### src/rtl/fpb_pkg.sv
package fpb_pkg;
  localparam int WORD_W = 16;
  localparam int BYTE_W = 8;
  typedef logic [WORD_W-1:0] word_t;
  localparam word_t ERASED_WORD = '1;

  // Events that discard the buffer, kept as a struct so the top can OR them in one place.
  typedef struct packed {
    logic wr_done;
    logic reen;
    logic ee_wr;
  } clr_src_t;

  function automatic logic any_clear(input clr_src_t s);
    return s.wr_done | s.reen | s.ee_wr;
  endfunction
endpackage

### src/rtl/fpb_rst_sync.sv
module fpb_rst_sync #(
  parameter int STAGES = 2
) (
  input  logic clk,
  input  logic rst_n,
  output logic rst_sn
);
  logic [STAGES-1:0] sync_q;
  logic [STAGES-1:0] sync_d;

  always_comb begin
    sync_d = {sync_q[STAGES-2:0], 1'b1};
  end

  always_ff @(posedge clk or negedge rst_n) begin
    if (!rst_n) sync_q <= '0;
    else        sync_q <= sync_d;
  end

  assign rst_sn = sync_q[STAGES-1];
endmodule

### src/rtl/fpb_ptr_split.sv
module fpb_ptr_split #(
  parameter int PTR_W = 16,
  parameter int IDX_W = 7,
  localparam int PG_W = PTR_W - 1 - IDX_W
) (
  input  logic [PTR_W-1:0] ptr,
  output logic [IDX_W-1:0] slot,
  output logic [PG_W-1:0]  page
);
  // Bit 0 picks a byte and plays no part in word addressing.
  logic unused_byte_sel;
  assign unused_byte_sel = ptr[0];
  assign slot = ptr[IDX_W:1];
  assign page = ptr[PTR_W-1:IDX_W+1];
endmodule

### src/rtl/fpb_page_latch.sv
module fpb_page_latch #(
  parameter int PG_W = 8
) (
  input  logic            clk,
  input  logic            rst_n,
  input  logic            cap,
  input  logic [PG_W-1:0] pg_in,
  output logic [PG_W-1:0] pg_q
);
  logic [PG_W-1:0] pg_d;

  always_comb begin
    pg_d = pg_q;
    if (cap) pg_d = pg_in;
  end

  always_ff @(posedge clk or negedge rst_n) begin
    if (!rst_n) pg_q <= '0;
    else        pg_q <= pg_d;
  end

  a_r9_page_held: assert property (@(posedge clk) disable iff (!rst_n)
    !cap |=> $stable(pg_q));
  a_r9_page_taken: assert property (@(posedge clk) disable iff (!rst_n)
    cap |=> pg_q == $past(pg_in));
endmodule

### src/rtl/fpb_word_store.sv
module fpb_word_store
  import fpb_pkg::*;
#(
  parameter int WORDS = 128,
  localparam int IDX_W = $clog2(WORDS)
) (
  input  logic             clk,
  input  logic             rst_n,
  input  logic             we,
  input  logic             clr,
  input  logic [IDX_W-1:0] widx,
  input  word_t            wdata,
  input  logic [IDX_W-1:0] ridx,
  output word_t            rdata
);
  word_t            mem [WORDS];
  logic [WORDS-1:0] filled_q;
  logic [WORDS-1:0] filled_d;
  logic             wr_ok;
  word_t            cur_word;

  // A load lands only on an empty slot and only when no clear arrives with it.
  assign wr_ok    = we & ~clr & ~filled_q[widx];
  assign cur_word = mem[widx];

  for (genvar i = 0; i < WORDS; i++) begin : g_slot
    always_comb begin
      filled_d[i] = filled_q[i];
      if (clr)                                   filled_d[i] = 1'b0;
      else if (we && (widx == IDX_W'(i)))        filled_d[i] = 1'b1;
    end

    always_ff @(posedge clk or negedge rst_n) begin
      if (!rst_n) filled_q[i] <= 1'b0;
      else        filled_q[i] <= filled_d[i];
    end
  end

  // Data array has no reset: the fill flags decide what is visible.
  always_ff @(posedge clk) begin
    if (wr_ok) mem[widx] <= wdata;
  end

  assign rdata = filled_q[ridx] ? mem[ridx] : ERASED_WORD;

  a_r5_clear_empties: assert property (@(posedge clk) disable iff (!rst_n)
    clr |=> (filled_q == '0));
  a_r2_load_marks: assert property (@(posedge clk) disable iff (!rst_n)
    (we && !clr) |=> filled_q[$past(widx)]);
  a_r4_write_once: assert property (@(posedge clk) disable iff (!rst_n)
    (we && !clr && filled_q[widx]) |=> (mem[$past(widx)] == $past(cur_word)));
  a_r8_clear_wins: assert property (@(posedge clk) disable iff (!rst_n)
    (we && clr) |=> !filled_q[$past(widx)]);
endmodule

### src/rtl/flash_page_buffer.sv
module flash_page_buffer
  import fpb_pkg::*;
#(
  parameter int PAGE_WORDS = 128,
  parameter int PTR_W      = 16,
  localparam int IDX_W = $clog2(PAGE_WORDS),
  localparam int PG_W  = PTR_W - 1 - IDX_W
) (
  input  logic             clk,
  input  logic             rst_n,
  input  logic [PTR_W-1:0] ptr,
  input  logic             ld_stb,
  input  logic [7:0]       ld_hi,
  input  logic [7:0]       ld_lo,
  input  logic             op_stb,
  input  logic             wr_done,
  input  logic             reen_stb,
  input  logic             ee_wr,
  input  logic [IDX_W-1:0] rd_idx,
  output logic [15:0]      rd_word,
  output logic [PG_W-1:0]  pg_addr
);
  logic             rst_sn;
  logic [IDX_W-1:0] slot;
  logic [PG_W-1:0]  page;
  clr_src_t         clr_src;
  logic             clr;
  word_t            wdata;

  fpb_rst_sync #(.STAGES(2)) u_rst (
    .clk   (clk),
    .rst_n (rst_n),
    .rst_sn(rst_sn)
  );

  fpb_ptr_split #(.PTR_W(PTR_W), .IDX_W(IDX_W)) u_split (
    .ptr (ptr),
    .slot(slot),
    .page(page)
  );

  assign clr_src = '{wr_done: wr_done, reen: reen_stb, ee_wr: ee_wr};
  assign clr     = any_clear(clr_src);
  assign wdata   = {ld_hi, ld_lo};

  fpb_word_store #(.WORDS(PAGE_WORDS)) u_store (
    .clk  (clk),
    .rst_n(rst_sn),
    .we   (ld_stb),
    .clr  (clr),
    .widx (slot),
    .wdata(wdata),
    .ridx (rd_idx),
    .rdata(rd_word)
  );

  fpb_page_latch #(.PG_W(PG_W)) u_page (
    .clk  (clk),
    .rst_n(rst_sn),
    .cap  (op_stb),
    .pg_in(page),
    .pg_q (pg_addr)
  );

  a_r7_ee_clears: assert property (@(posedge clk) disable iff (!rst_sn)
    ee_wr |=> (rd_word == ERASED_WORD) || $changed(rd_idx) || ld_stb);
endmodule

### config.mk
export PLATFORM = sky130hd
export DESIGN_NAME = flash_page_buffer
export DESIGN_NICKNAME = d
export VERILOG_FILES = /design/src/rtl/fpb_pkg.sv /design/src/rtl/fpb_rst_sync.sv /design/src/rtl/fpb_ptr_split.sv /design/src/rtl/fpb_page_latch.sv /design/src/rtl/fpb_word_store.sv /design/src/rtl/flash_page_buffer.sv
export SDC_FILE = /design/constraint.sdc
export NUM_CORES = 2
export LEC_CHECK = 0
export ABC_AREA = 1
export BUFFER_PORTS_ARGS = -buffer_cell sky130_fd_sc_hd__clkbuf_2
export CAP_MARGIN = 0
export CORE_AREA = 2 2 413 415
export CTS_BUF_LIST = sky130_fd_sc_hd__clkbuf_2 sky130_fd_sc_hd__clkbuf_4 sky130_fd_sc_hd__clkbuf_8
export CTS_CLUSTER_DIAMETER = 100
export CTS_CLUSTER_SIZE = 16
export DETAILED_ROUTE_END_ITERATION = 10
export DIE_AREA = 0 0 415 417
export PLACE_DENSITY = 0.7
export SLEW_MARGIN = 20
export SYNTH_ARGS = -nofsm -noshare
export SYNTH_HDL_FRONTEND = slang
export SYNTH_SLANG_ARGS = --single-unit
### constraint.sdc
create_clock -name clk -period 11.75 [get_ports clk]
set_input_delay 0 -clock clk [delete_from_list [all_inputs] [get_ports clk]]
set_output_delay 0 -clock clk [all_outputs]
set_load 0.01 [all_outputs]
After elaboration in Yosys (flattened, before gate mapping)
Memory sizes are Yosys's and may differ from the RTL's.
Cells that the tools add are included.
{"block": "op_classes", "reduce_logical": 257, "n_mux": 263, "n_lt_le_gt_ge": 2, "eq_ne": 127, "n_bitwise": 6}
{"operator": "equality test 7 bit (second input constant)", "count": 64}
{"operator": "2-to-1 mux 1 bit", "count": 260}
{"operator": "nonzero test 2 bit", "count": 128}
{"operator": "equality test 7 x 6 -> 1 bit (second input constant)", "count": 32}
{"operator": "logical AND 1 bit", "count": 128}
{"operator": "equality test 7 x 5 -> 1 bit (second input constant)", "count": 16}
{"operator": "equality test 7 x 4 -> 1 bit (second input constant)", "count": 8}
{"operator": "equality test 7 x 3 -> 1 bit (second input constant)", "count": 4}
{"operator": "< comparator 7 x 8 -> 1 bit (second input constant)", "count": 2}
{"operator": "2-to-1 mux 16 bit", "count": 1}
{"operator": "binary-select mux 1 bit (select 7 bit)", "count": 2}
{"operator": "equality test 7 x 2 -> 1 bit (second input constant)", "count": 2}
{"operator": "equality test 7 x 1 -> 1 bit (second input constant)", "count": 1}
{"operator": "logical NOT 7 bit", "count": 1}
{"operator": "AND 1 bit", "count": 2}
{"operator": "NOT 1 bit", "count": 2}
{"operator": "OR 1 bit", "count": 2}
{"block": "word_totals", "n_memories": 1, "ram_bits": 2048, "in_bits": 46, "reg_bits": 138}
{"name": "u_store.mem", "depth": 128, "word_bits": 16, "rd": 1, "rd_ports_with_merged_regs": 0, "write_ports": 1, "line": "fpb_word_store.sv:16", "rtl": "word_t mem [WORDS];"}

Depth between registers and ports, before layout
{"block": "logic_depth", "word_depth": 7, "mapped_depth": 18}

By module
From an unflattened synthesis, not the netlist that was laid out.
{"block": "unflattened", "hier_cells": 8183, "area_unflattened_um2": 90795.8}
{"mod": "fpb_word_store", "seq_area_each_um2": 64702.1, "cells_each": 8128, "n_inst": 1, "area_per_inst_um2": 90312.9}
{"mod": "fpb_page_latch", "seq_area_each_um2": 200.2, "cells_each": 34, "n_inst": 1, "area_per_inst_um2": 305.3}
{"mod": "fpb_ptr_split", "seq_area_each_um2": 0.0, "cells_each": 15, "n_inst": 1, "area_per_inst_um2": 112.6}
{"mod": "fpb_rst_sync", "seq_area_each_um2": 50.0, "cells_each": 3, "n_inst": 1, "area_per_inst_um2": 53.8}
{"mod": "flash_page_buffer", "seq_area_each_um2": 0.0, "cells_each": 3, "n_inst": 1, "area_per_inst_um2": 11.3}

Worst setup path after synthesis
OpenSTA, ideal clock, no wires.
{"block": "synth_timing", "kind": "register to register", "startpoint": "register u_store.filled_q[47]", "endpoint": "memory u_store.mem[102][0] (netlist name) (enable)", "n_path_buf": 2, "synth_period_minus_slack_ps": 2489, "setup_time_ps": 389, "t_required_ps": 11361, "arrival_ps": 2101, "path_slack_ps": 9261, "stages_incl_launch_ff": 16, "cell_sequence": "dfrtp_1 inv_1 nor2_1 a21oi_1 nand2_1 nand2_1 nand2_1 nor2_1 nor2_1 nor2_1 nand2_1 nand2_1 nand3_2 buf_12 buf_6 nor2_1"}
{"block": "synth_via", "elab_chain_cells": 6}
{"item": "start, declared", "line": "fpb_word_store.sv:17", "rtl": "logic [WORDS-1:0] filled_q;"}
{"item": "start signal, assigned by index", "line": "fpb_word_store.sv:35", "rtl": "else filled_q[i] <= filled_d[i];"}
{"item": "binary-select mux 1 bit (select 7 bit)", "line": "fpb_word_store.sv:23", "rtl": "assign wr_ok = we & ~clr & ~filled_q[widx];"}
{"item": "2-to-1 mux 1 bit (implied by the code)", "line": "fpb_word_store.sv:23"}
{"item": "NOT 1 bit", "line": "fpb_word_store.sv:23"}
{"item": "AND 1 bit", "line": "fpb_word_store.sv:23"}
{"item": "2-to-1 mux 1 bit", "line": "fpb_word_store.sv:41", "rtl": "if (wr_ok) mem[widx] <= wdata;"}
{"item": "2-to-1 mux 1 bit (implied by the code)", "line": "fpb_word_store.sv:41"}
{"item": "end, declared", "line": "fpb_word_store.sv:16"}
No other way between the ends. The select of a mux whose other input is x is not followed.

Worst setup path in the final report
{"block": "layout_timing", "startpoint": "input rd_idx[0]", "endpoint": "output rd_word[11]"}
{"block": "layout_via", "elab_chain_cells": 3, "word_cells_on_any_way": 4}
{"item": "start, declared", "line": "flash_page_buffer.sv:19", "rtl": "input logic [IDX_W-1:0] rd_idx,"}
{"item": "binary-select mux 1 bit (select 7 bit)", "line": "fpb_word_store.sv:44", "rtl": "assign rdata = filled_q[ridx] ? mem[ridx] : ERASED_WORD;"}
{"item": "2-to-1 mux 1 bit (implied by the code)", "line": "fpb_word_store.sv:44"}
{"item": "2-to-1 mux 16 bit (*)", "line": "fpb_word_store.sv:44"}
{"item": "end, declared", "line": "flash_page_buffer.sv:20", "rtl": "output logic [15:0] rd_word,"}
Mark *: on every way between the ends. The rest lies on a longest branch, timed or not. The select of a mux whose other input is x is not followed.

==> reports/metrics.cfg <==
[cts]
numCtsBuffers = 154
clockRootBuffer = clkbuf_8
cts_tree = yes
clock_path_buffers = 3
clock_sinks = 2186
insertion_delay_ps = 990
path_clk_slew_ps = 100
cts_resized = 0
cts_htree_levels = 4

[global_route]
antenna_found_initial = 13
overflow = 0
grt_use_total = 0.286
grt_max_degree = 205
grt_pass1_vias = 58100
grt_first_pass_wirelength_um = 371000

[timing]
clock.fmax_mhz = 191
hold_ws_ps = 87.9
fin_crit_sh = 0.445
hold_viol = 0
min_period_ps = 5220
tns_ps = 0
final-setup-viol-count = 0
rsz0062_at_grt = false
max-slew-margin-rel = 0.173
worst_slew_pin_slew_ps = 1240
clock_skew_ps = 62.9
slew_violations = 0

[pwr]
power.total_w = 0.0132
ir_worst_vdd_mv = 0.120
power_density_nw_per_um2 = 136
cellLeakagePower_nw = 33.8

[critical_path]
r2r_end = u_store.mem[80][6]
r2r_cells = 15
worstPathArrival_ps = 5220
r2r-start = u_store.filled_q[7]
startpoint_type = input port
cp.required_ps = 11750
reg2reg_setup_slack_ps = 7760
cp-end-kind = output pin
crit_type = in2out
path_max_fanout = 201

[layout]
final_cell_mix = 2871 x nand2_1, 2048 x edfxtp_1, 1816 x nand3_1, 245 x a21oi_1, 160 x clkbuf_8
area_growth_pct = 5.19
multiInputGateArea_sq_um = 23900
final_common_cell = nand2_1
seq_area_sq_um = 65000
nFillCells = 13700
drive_gt1_frac = 0.0640
nets = 8172
utilization = 0.575

[synth]
yosys.area.top_type = edfxtp_1
synth-seq-area-share = 0.705
postSynthAreaPerCell_sq_um = 11.1
synth_nets = 8332
synth_top_area_share = 0.668
syn-cell-area_sq_um = 92100
ys_warn_count = 0
synth_cells = 8286
synth.area.top_cells = edfxtp_1 67%, nand2_1 12%, nand3_1 9.9%
ys_ff_latch = 2186
yosysUniqueCellTypes = 29

[placement]
gp_congestion = 0.862
hpwl_um = 136000
io_buffers = 68

[hold_path]
hold_start = ld_lo[3]
holdPathEnd = u_store.mem[37][3]
hold_path_class = in2reg
hold_depth = 2

[route]
ant_nets = 0
wl_um = 252000
drt_iter0_drc = 8737
wl_per_cell_um = 24.3
viasPerCell = 6.03
vias = 62500
route.detailed.drc = 0
dr.pass1.iters = 6

[floorplanning]
ios = 70
die_h_um = 417
die_area_sq_um = 173000
start_util = 0.546
rows = 151
core_sq_um = 169000
die_x_um = 415

[outcome]
status = completed

[flow_run]
cap_violations = 0

==> layout make-up <==
cell class                 instances  share of cell area
clock buffer                     172              0.0237
multi-input combinational       5358               0.247
antenna                            8            0.000207
tap                             2218              0.0287
sequential                      2186               0.671
inverter                         162             0.00654
timing repair buffer             264              0.0228
clock inverter                    10            0.000982
==> layer usage <==
layer	wire, um	vias up	global-route usage
met5	26	-	0
met4	11200	4	0.123
met3	25300	503	0.0522
met2	117000	3253	0.448
met1	98100	30500	0.397
li1	-	28300	-
==> sequential cells by signal (all words and copies together), names as in the netlist <==
| signal | count |
|---|---|
| u_page.pg_q | 8 |
| u_rst.sync_q | 2 |
| u_store.filled_q | 128 |
| u_store.mem | 2048 |
==> logic make-up (layout without fill, tap and decap cells) <==
logic type / after synthesis / count (layout) / share of synthesized area
mux: 8 / 8 / 0.000978
simple gates: 4914 / 4914 / 0.233
flops: 2186 / 2186 / 0.705
other cells: 1 / 9 / 0.0000407
compound gates: 435 / 435 / 0.0248
buf+inv: 742 / 608 / 0.0363
==> per-stage QoR <==
step,area [sq um],worst slack (ps),cells
after floorplan,92100,7620,8286
after global placement,93700,6780,10100
after detailed placement,93700,6740,10100
after CTS,96800,6730,10400
after global routing,96900,6340,10400
final,96900,6530,10400
==> worst max-delay path: stages <==
cell	delay [ps]
buf_8	510
buf_12	700
buf_4	830
buf_4	570
buf_4	620
nand2_1	150
nand3_1	130
nand3_1	90
nand2_1	90
nand2_1	50
nand3_1	160
o211ai_1	170
nand2_1	280
nand2_1	100
nand3_1	210
clkbuf_2	190
==> Yosys cell counts, drive strengths merged <==
master,count
o211ai,34
nand2,2872
clkinv,2
o21ai,137
buf,330
edfxtp,2048
clkbuf,250
dfrtp,138
o31ai,1
o22ai,13
nand4,2
a31oi,5
inv,160
a21oi,245
or3,1
nor2,222
nand3,1817
mux2,8
conb,1
==> where the power goes <==
part	switching, W	internal [W]	leakage (nW)
Combinational	0.000824	0.000238	12.3
Sequential	0.00000451	0.00851	20.3
Clock	0.00234	0.00129	1.23
==> worst max path at each step <==
stage	startpoint	endpoint	slack, ps	cells past startpoint
2_1_floorplan	u_rst.sync_q[1]	u_page.pg_q[0]	7620	0
3_3_place_gp	rd_idx[0]	rd_word[11]	6780	16
3_5_place_dp	rd_idx[0]	rd_word[11]	6740	16
4_1_cts	rd_idx[0]	rd_word[11]	6730	16
5_1_grt	rd_idx[0]	rd_word[10]	6340	16
6_report	rd_idx[0]	rd_word[11]	6530	16
==> timing repair <==
item	in CTS	in global routing
buffers inserted	0	0
hold buffers	64	0
endpoints found under the hold margin	1402	0
Note: power is estimated with default switching activity, not from simulation.
